**config.mk**
```make
export PLATFORM = sky130hd
export DESIGN_NAME = freq_watchdog
export DESIGN_NICKNAME = d
export VERILOG_FILES = /design/src/rtl/wdt_pkg.sv /design/src/rtl/wdt_ctrl_reg.sv /design/src/rtl/wdt_timer.sv /design/src/rtl/wdt_code_sel.sv /design/src/rtl/freq_watchdog.sv
export SDC_FILE = /design/constraint.sdc
export NUM_CORES = 1
export LEC_CHECK = 0
export BUFFER_PORTS_ARGS = -buffer_cell sky130_fd_sc_hd__buf_2
export CAP_MARGIN = 10
export CELL_PAD_IN_SITES_DETAIL_PLACEMENT = 0
export CELL_PAD_IN_SITES_GLOBAL_PLACEMENT = 1
export CORE_MARGIN = 5
export CORE_UTILIZATION = 27
export CTS_CLUSTER_SIZE = 40
export DETAILED_ROUTE_END_ITERATION = 8
export GPL_TIMING_DRIVEN = 0
export PLACE_DENSITY_LB_ADDON = 0.08
export SETUP_SLACK_MARGIN = 0.4
export SYNTH_ARGS = -nofsm -noshare
export SYNTH_HDL_FRONTEND = slang
export SYNTH_SLANG_ARGS = --single-unit
export TNS_END_PERCENT = 20
```
**constraint.sdc**
```tcl
create_clock -name clk -period 2.25 [get_ports clk]
set_clock_uncertainty 0.05 [all_clocks]
set_input_delay 0.45 -clock clk [delete_from_list [all_inputs] [get_ports clk]]
set_output_delay 0.45 -clock clk [all_outputs]
set_load 0.005 [all_outputs]
```
**src/rtl/wdt_pkg.sv**
```systemverilog
package wdt_pkg;

  // Host register addresses.
  typedef enum logic {
    REG_CTRL  = 1'b0,
    REG_COUNT = 1'b1
  } wdt_reg_e;

  // What the countdown does in a given cycle, in priority order.
  typedef enum logic [1:0] {
    CNT_HOLD   = 2'd0,
    CNT_LOAD   = 2'd1,
    CNT_RELOAD = 2'd2,
    CNT_DEC    = 2'd3
  } cnt_op_e;

  function automatic cnt_op_e pick_cnt_op(input logic wr_count, input logic kick,
                                          input logic enabled, input logic tick);
    if (wr_count)        return CNT_LOAD;
    else if (kick)       return CNT_RELOAD;
    else if (!enabled)   return CNT_RELOAD;
    else if (tick)       return CNT_DEC;
    else                 return CNT_HOLD;
  endfunction

endpackage

```
**src/rtl/wdt_ctrl_reg.sv**
```systemverilog
module wdt_ctrl_reg #(
  parameter int CODE_W = 5,
  localparam int CTRL_W   = CODE_W + 3,
  localparam int STAT_BIT = CODE_W,
  localparam int EN_BIT   = CODE_W + 1,
  localparam int SRC_BIT  = CODE_W + 2
) (
  input  logic              clk,
  input  logic              rst_n,
  input  logic              wr_ctrl,
  input  logic [CTRL_W-1:0] wdata,
  input  logic              expire_evt,
  output logic              en_q,
  output logic              src_fine_q,
  output logic              status_q,
  output logic [CODE_W-1:0] safe_code_q,
  output logic [CTRL_W-1:0] rdata
);

  // Host write that turns the watchdog off: the only way to clear status.
  logic disable_wr;
  assign disable_wr = wr_ctrl && !wdata[EN_BIT];

  function automatic logic next_status(input logic cur, input logic evt,
                                       input logic dis);
    return dis ? 1'b0 : (cur | evt);
  endfunction

  always_ff @(posedge clk) begin
    if (!rst_n) begin
      en_q        <= 1'b0;
      src_fine_q  <= 1'b0;
      status_q    <= 1'b0;
      safe_code_q <= '0;
    end else begin
      if (wr_ctrl) begin
        en_q        <= wdata[EN_BIT];
        src_fine_q  <= wdata[SRC_BIT];
        safe_code_q <= wdata[CODE_W-1:0];
      end
      status_q <= next_status(status_q, expire_evt, disable_wr);
    end
  end

  always_comb begin
    rdata                = '0;
    rdata[SRC_BIT]       = src_fine_q;
    rdata[EN_BIT]        = en_q;
    rdata[STAT_BIT]      = status_q;
    rdata[CODE_W-1:0]    = safe_code_q;
  end


  status_needs_en_chk: assert property (@(posedge clk) disable iff (!rst_n)
    !en_q |-> !status_q);


  expiry_sets_status_chk: assert property (@(posedge clk) disable iff (!rst_n)
    (expire_evt && !disable_wr) |=> status_q);


  status_sticky_chk: assert property (@(posedge clk) disable iff (!rst_n)
    (status_q && !disable_wr) |=> status_q);


  status_not_host_set_chk: assert property (@(posedge clk) disable iff (!rst_n)
    (!status_q && !expire_evt) |=> !status_q);

endmodule

```
**src/rtl/wdt_timer.sv**
```systemverilog
module wdt_timer
  import wdt_pkg::*;
#(
  parameter int CNT_W = 8,
  localparam logic [CNT_W-1:0] CNT_RESET = {CNT_W{1'b1}}
) (
  input  logic             clk,
  input  logic             rst_n,
  input  logic             wr_count,
  input  logic [CNT_W-1:0] wdata,
  input  logic             kick,
  input  logic             enabled,
  input  logic             tick,
  output logic [CNT_W-1:0] count_q,
  output logic [CNT_W-1:0] remain_q,
  output logic             at_zero
);

  cnt_op_e op;

  function automatic logic [CNT_W-1:0] dec_floor(input logic [CNT_W-1:0] v);
    return (v == '0) ? v : v - 1'b1;
  endfunction

  assign op      = pick_cnt_op(wr_count, kick, enabled, tick);
  assign at_zero = (remain_q == '0);

  always_ff @(posedge clk) begin
    if (!rst_n) begin
      count_q <= CNT_RESET;
    end else if (wr_count) begin
      count_q <= wdata;
    end
  end

  always_ff @(posedge clk) begin
    if (!rst_n) begin
      remain_q <= CNT_RESET;
    end else begin
      unique case (op)
        CNT_LOAD:   remain_q <= wdata;
        CNT_RELOAD: remain_q <= count_q;
        CNT_DEC:    remain_q <= dec_floor(remain_q);
        default:    remain_q <= remain_q;
      endcase
    end
  end


  tick_decrement_chk: assert property (@(posedge clk) disable iff (!rst_n)
    (enabled && tick && !wr_count && !kick && !at_zero)
      |=> remain_q == $past(remain_q) - 1'b1);


  no_tick_hold_chk: assert property (@(posedge clk) disable iff (!rst_n)
    (enabled && !tick && !wr_count && !kick) |=> $stable(remain_q));


  disabled_follow_chk: assert property (@(posedge clk) disable iff (!rst_n)
    !enabled |=> remain_q == count_q);


  kick_reload_chk: assert property (@(posedge clk) disable iff (!rst_n)
    (kick && !wr_count) |=> remain_q == count_q);


  write_reload_chk: assert property (@(posedge clk) disable iff (!rst_n)
    wr_count |=> (remain_q == $past(wdata)) && (count_q == $past(wdata)));

endmodule

```
**src/rtl/wdt_code_sel.sv**
```systemverilog
module wdt_code_sel #(
  parameter int CODE_W = 5
) (
  input  logic              clk,
  input  logic              rst_n,
  input  logic              tripped,
  input  logic              src_fine,
  input  logic [CODE_W-1:0] safe_code,
  input  logic [CODE_W-1:0] pin_code,
  input  logic [CODE_W-1:0] fine_code,
  output logic              use_fine,
  output logic [CODE_W-1:0] active_code
);

  function automatic logic [CODE_W-1:0] choose_code(
      input logic trip, input logic fine_sel,
      input logic [CODE_W-1:0] safe, input logic [CODE_W-1:0] pin,
      input logic [CODE_W-1:0] fine);
    if (trip)          return safe;
    else if (fine_sel) return fine;
    else               return pin;
  endfunction

  assign use_fine    = src_fine && !tripped;
  assign active_code = choose_code(tripped, src_fine, safe_code, pin_code, fine_code);


  trip_forces_safe_chk: assert property (@(posedge clk) disable iff (!rst_n)
    tripped |-> (active_code == safe_code) && !use_fine);


  pin_source_chk: assert property (@(posedge clk) disable iff (!rst_n)
    (!tripped && !src_fine) |-> (active_code == pin_code) && !use_fine);


  fine_source_chk: assert property (@(posedge clk) disable iff (!rst_n)
    (!tripped && src_fine) |-> (active_code == fine_code) && use_fine);

endmodule

```
**src/rtl/freq_watchdog.sv**
```systemverilog
module freq_watchdog
  import wdt_pkg::*;
#(
  parameter int CNT_W  = 8,
  parameter int CODE_W = 5,
  localparam int CTRL_W = CODE_W + 3,
  localparam int DATA_W = (CNT_W > CTRL_W) ? CNT_W : CTRL_W
) (
  input  logic              clk,
  input  logic              rst_n,
  input  logic              host_wr,
  input  logic              host_addr,
  input  logic [DATA_W-1:0] host_wdata,
  input  logic              kick,
  input  logic              tick_1hz,
  input  logic [CODE_W-1:0] pin_code,
  input  logic [CODE_W-1:0] fine_code,
  output logic [CTRL_W-1:0] ctrl_rdata,
  output logic [CNT_W-1:0]  count_rdata,
  output logic              wd_tripped,
  output logic              use_fine_src,
  output logic [CODE_W-1:0] active_code
);

  // Named internal events, visible to the assertions.
  logic              wr_ctrl;
  logic              wr_count;
  logic              en_q;
  logic              src_fine_q;
  logic              status_q;
  logic [CODE_W-1:0] safe_code_q;
  logic [CNT_W-1:0]  remain_q;
  logic              at_zero;
  logic              expire_evt;

  assign wr_ctrl    = host_wr && (wdt_reg_e'(host_addr) == REG_CTRL);
  assign wr_count   = host_wr && (wdt_reg_e'(host_addr) == REG_COUNT);
  assign expire_evt = en_q && at_zero && !status_q;

  wdt_ctrl_reg #(.CODE_W(CODE_W)) u_ctrl (
    .clk         (clk),
    .rst_n       (rst_n),
    .wr_ctrl     (wr_ctrl),
    .wdata       (host_wdata[CTRL_W-1:0]),
    .expire_evt  (expire_evt),
    .en_q        (en_q),
    .src_fine_q  (src_fine_q),
    .status_q    (status_q),
    .safe_code_q (safe_code_q),
    .rdata       (ctrl_rdata)
  );

  wdt_timer #(.CNT_W(CNT_W)) u_timer (
    .clk      (clk),
    .rst_n    (rst_n),
    .wr_count (wr_count),
    .wdata    (host_wdata[CNT_W-1:0]),
    .kick     (kick),
    .enabled  (en_q),
    .tick     (tick_1hz),
    .count_q  (count_rdata),
    .remain_q (remain_q),
    .at_zero  (at_zero)
  );

  wdt_code_sel #(.CODE_W(CODE_W)) u_sel (
    .clk         (clk),
    .rst_n       (rst_n),
    .tripped     (status_q),
    .src_fine    (src_fine_q),
    .safe_code   (safe_code_q),
    .pin_code    (pin_code),
    .fine_code   (fine_code),
    .use_fine    (use_fine_src),
    .active_code (active_code)
  );

  assign wd_tripped = status_q;


  no_trip_disabled_chk: assert property (@(posedge clk) disable iff (!rst_n)
    $rose(status_q) |-> $past(en_q));


  trip_needs_zero_chk: assert property (@(posedge clk) disable iff (!rst_n)
    $rose(status_q) |-> $past(at_zero));

endmodule

```
# --- After elaboration in Yosys (flattened, before gate mapping) ---
# Cells that the tools add are included.
totals:
  regBits: 24
  inputBits: 24
  out_inout_bits: 23
classes:
  n_addsub: 1
  eq_ne: 4
  mux: 8
  bitwise: 3
  reduce_logical: 12
ops:
  columns: ["operator", "count"]
  rows:
  - ["case mux 8 bit (3 select lines)", 1]
  - ["2-to-1 mux 5 bit", 2]
  - ["zero test 8 bit", 1]
  - ["2-to-1 mux 2 bit", 4]
  - ["2-to-1 mux 8 bit", 1]
  - ["subtractor 8 x 1 -> 8 bit, second input constant", 1]
  - ["logical AND 1 bit", 6]
  - ["equality test 2 bit, second input constant", 2]
  - ["nonzero test 3 bit", 1]
  - ["equality test 2 x 1 -> 1 bit, second input constant", 1]
  - ["zero test 1 bit", 2]
  - ["inequality test 2 bit, second input constant", 1]
  - ["NOT 1 bit", 2]
  - ["AND reduction 2 bit", 1]
  - ["OR reduction 2 bit", 1]
  - ["OR 1 bit", 1]

# --- Logic depth before layout (Yosys ltp) ---
logic_depth:
  word_depth: 7
  depth_mapped: 10

# --- By module ---
# Synthesis repeated with hierarchy kept, for this count alone.
unflattened:
  cells_unflattened: 164
  hier_area_um2: 1482.7
by_module_without_submodules:
  columns: ["mod", "n_inst", "cells_each", "area_each_um2", "seq_area_each_um2"]
  rows:
  - ["wdt_timer", 1, 110, 980.9, 320.3]
  - ["wdt_ctrl_reg", 1, 33, 360.3, 160.2]
  - ["wdt_code_sel", 1, 18, 116.4, 0.0]
  - ["freq_watchdog", 1, 3, 25.0, 0.0]

# --- Worst setup path before layout ---
# OpenSTA, ideal clock, no wires.
synth_timing:
  kind: "input to register"
  start: "input port host_wr"
  end: "register u_timer.remain_q[4]"
  t_arrival_ns: 1.882
  t_required_ns: 2.059
  path_slack_ns: 0.177
  path_stages: 9
  path_buffers: 2
  path_cell_list: "and2_1 > clkbuf_1 > a21oi_1 > inv_1 > ha_1 > buf_6 > or2_2 > nand2_1 > o221ai_2"
synth_via:
  elab_chain_len: 5
  elab_cells_between_ends: 9
  classes_between: "eq/ne (4); mux (2); reduce/logical (3)"
synth_lines:
  columns: ["element", "line_no", "rtl"]
  rows:
  - ["start: declaration", "freq_watchdog.sv:11", "input logic host_wr,"]
  - ["logical AND 1 bit (*)", "freq_watchdog.sv:37", "assign wr_count = host_wr && (wdt_reg_e'(host_addr) == REG_COUNT);"]
  - ["2-to-1 mux 2 bit (*)", "wdt_pkg.sv:19", "if (wr_count) return CNT_LOAD;"]
  - ["equality test 2 bit or equality test 2 x 1 -> 1 bit (tied branches)", "wdt_timer.sv:40", "unique case (op)"]
  - ["inequality test 2 bit (no source line) or nonzero test 3 bit (tied branches)", null, null]
  - ["AND reduction 2 bit (no source line)", null, null]
  - ["end signal: assignment", "wdt_timer.sv:41", "CNT_LOAD: remain_q <= wdata;"]
  - ["end signal: assignment", "wdt_timer.sv:42", "CNT_RELOAD: remain_q <= count_q;"]
  - ["end signal: assignment", "wdt_timer.sv:43", "CNT_DEC: remain_q <= dec_floor(remain_q);"]
  - ["end: declaration", "wdt_timer.sv:15", "output logic [CNT_W-1:0] remain_q,"]
# Mark *: on every way between the ends. The rest lies on a longest branch, timed or not.
# A chain may end at the register's enable or synchronous reset.

# --- Final worst setup path ---
layout_timing:
  start: "input port host_wr"
  end: "register u_timer.remain_q[0]"
# Same word-level chain as after synthesis.

==> metrics <==
drc violations 0; Core Rows 26; CP max FO 5; routed via count 1,355; CP cell instances buf_2 -> and2_4 -> clkbuf_8 -> a21oi_4 -> ha_4 -> nor2b_1 -> a41o_2 -> buf_8 -> nand2_2 -> o211ai_2; Synth Cell Area ~1400 um2; Final ANT Viol Nets 0; syn_area_per_cell 8.222 um2; Critical Path End Type register; core area 5042 um2; Filler Cell Count 545; Max-cap violations 0; Ys Warns 0; count of different cell masters after synthesis 42; part of the cycle the worst path needs between 80% and 90%; slowest cell on the critical path a41o_2; Die Span Y about 82 um; Final Setup Violations 0; number of synthesized flops with an enable pin 0; first-pass GRT wire length 6948 um; GR Util All Layers a little over an eighth; Mapped Cells ~170; Area Overhead vs Synth 37.32%; Final Hold Fails 0; initial antenna violation count 0; status finished clean; post-DP HPWL 3202 um; Clk Latency, worst-skew pair approximately 270 ps; hold endpoint u_timer.count_q[5]; Reg clk slew, reported paths 100 ps; min-delay src host_wdata[5]; Bufs on Longest Clock Path 2; I/O pin count 47; RSZ-0062 raised after global routing yes; placed standard-cell area 1727 um2; clock root buffer clkbuf_8; RD Place Congestion 0.7340; Die ar. 6646 um2; Slew HR 59.89%; Seq pwr share 42.7%; Nets approximately 250; R2R Setup Slk 430 ps; CP Launch Type primary input; Initial Util 27.39%; cts bufs inserted 3; switching part of the total power approximately 28%; Leakage Power ~0.83 nW; Final Max Slew Viols 0; critical path class primary input to register; number of global-route vias before repair 1,431; hold depth 3; CP arrival 1990 ps; Yosys reg bits 24; Crit path required time 2340 ps; vias per cell 4.656; GR Overflow Total 0; worst vdd ir 250.6 uV; Slew @ Worst Pin 601.7 ps; Antenna Cells 0; launch point of the worst reg-to-reg path u_ctrl.en_q; Post-synth top flop dfxtp_1; TritonCTS clock tree yes; pwr/cell area 615.5 nW/um2; max frequency between 0.5 and 0.6 GHz; sequential area share after synthesis 34.78%; Mapped Nets about 200; H-tree Lvls 1; CP max stage delay around 300 ps; Net Switching 330.4 uW; pin count of the biggest net entering global routing 15; cell area after layout 1897 um2; Iter 0 DRT Violations just under 50; clock share of power 33.4%; post-layout util 37.62%; share of layout cells above drive strength 1 39.82%; worst min-delay path class primary input to register; Min Hold Slack between 300 and 400 ps; I/O Buffers 46; Reg2Reg Depth 8; CTS Sinks 24; P_int 837.0 uW; Async S/R FF share, synth 0%; final wirelength just over 4000 um; Comb pwr share between 20% and 30%; reg-to-reg critical path endpoint u_timer.remain_q[0]; Detailed Routing Iterations Pass 1 4; Hold Buf Count CTS 0; DR WL/cell 14.29 um; min cycle time layout 1900 ps; width of the chip 81.53 um
==> worst max-delay path, delay by kind of cell <==
| family | cells | cell delay (ps) |
|---|---|---|
| buf+inv | 3 | 430 |
| simple gates | 3 | 340 |
| compound gates | 3 | 550 |
| fa+ha+maj | 1 | 220 |
==> cells in the mapped netlist (4+ instances only) <==
cell type  count  area (um2)
a21oi_1        6       30.03
inv_1          4       15.01
o21ai_0        8       40.04
nand3_1       11       55.05
mux2i_1        5       50.05
nand2_1       41       153.9
clkbuf_1       4       15.01
o211ai_2       4       50.05
a21boi_0       8       60.06
nor3b_1        4       30.03
dfxtp_1       24       480.5
nor2b_1        5       31.28
==> repair_timing <==
item	4_1_cts	5_1_grt
gates cloned	1	0
resized for setup	11	3
pin swaps	1	0
setup endpoints to repair	13	13
buffers inserted	2	0
==> cells in the final DEF, fill, tap and decap left out, types with 2 or more instances in the layout <==
cell       n
mux2i_1    5
buf_4      5
ha_4       2
nor3_1     2
dfxtp_1   23
nand2_1   41
o211ai_2   4
nor2_1     2
a221oi_1   2
buf_2     48
nand3_1   11
a21oi_4    2
nand2b_1   2
a21oi_1    4
clkbuf_8   4
o21ai_0    7
inv_1      4
clkbuf_2   2
nand2_2    3
nor3b_1    4
a21boi_0   8
nor2b_1    4
o221ai_2   2
==> layout make-up <==
| class | instances | area [um2] | share of cell area [%] |
|---|---|---|---|
| buffer | 12 | 90.09 | 4.749 |
| multi-input combinational | 128 | 878.3 | 46.31 |
| tap | 70 | 87.58 | 4.617 |
| sequential | 24 | 481.7 | 25.40 |
| timing repair buffer | 49 | 272.8 | 14.38 |
| clock buffer | 3 | 41.29 | 2.177 |
| inverter | 4 | 15.01 | 0.7916 |
| clock inverter | 1 | 30.03 | 1.583 |
==> power by group through the flow <==
stage                     registers, mW  logic (mW)  clock network, mW
after floorplan                   0.500       0.163                  0
after global placement            0.505       0.245                  0
after detailed placement          0.506       0.249                  0
after CTS                         0.498       0.280              0.403
after global routing              0.504       0.308              0.422
final                             0.498       0.279              0.390
==> how the worst max path moves through the flow <==
stage / startpoint / endpoint / slack [ps] / depth (start not counted)
detailed placement: host_wr / u_timer.remain_q[6] / -6 / 10
floorplan: host_wr / u_timer.remain_q[4] / 320 / 9
global placement: host_wr / u_timer.remain_q[5] / 30 / 9
CTS: host_wr / u_timer.remain_q[6] / 340 / 10
global route: host_wr / u_timer.remain_q[1] / 310 / 10
finish: host_wr / u_timer.remain_q[0] / 350 / 10
==> metal layers <==
layer | part of all wire [%] | vias up | GRT usage, %
met3 | 4.9 | 6 | 2.522
li1 | - | 697 | -
met1 | 47 | 626 | 16.97
met2 | 46 | 26 | 22.80
met4 | 1.6 | 0 | 5.236
met5 | 0 | - | 0
==> logic make-up after synthesis <==
group	Yosys count	share of synthesized area, %
muxes	5	3.623
AOI/OAI and AO/OA	40	23.10
xor gates and xnor gates	1	0.6342
buffers and inverters	16	6.430
adders and majority gates	3	2.718
DFF	24	34.78
and+or+nand+nor	79	28.72
==> registers in the layout (all words and copies together), names as in the netlist <==
register            flops
u_ctrl.en_q             1
u_ctrl.src_fine_q       1
u_timer.remain_q        8
u_timer.count_q         8
u_ctrl.safe_code_q      5
u_ctrl.status_q         1
==> stage by stage <==
stage	power [mW]	TNS [ps]	std cells	worst slack (ps)
CTS	1.181	0	291	342.4
global placement	0.7496	0	284	32.11
finish	1.167	0	291	349.9
global route	1.235	0	291	312.1
detailed placement	0.7543	-5.503	284	-5.503
floorplan	0.6630	0	168	319.9
Note: power is estimated with default switching activity, not from simulation.
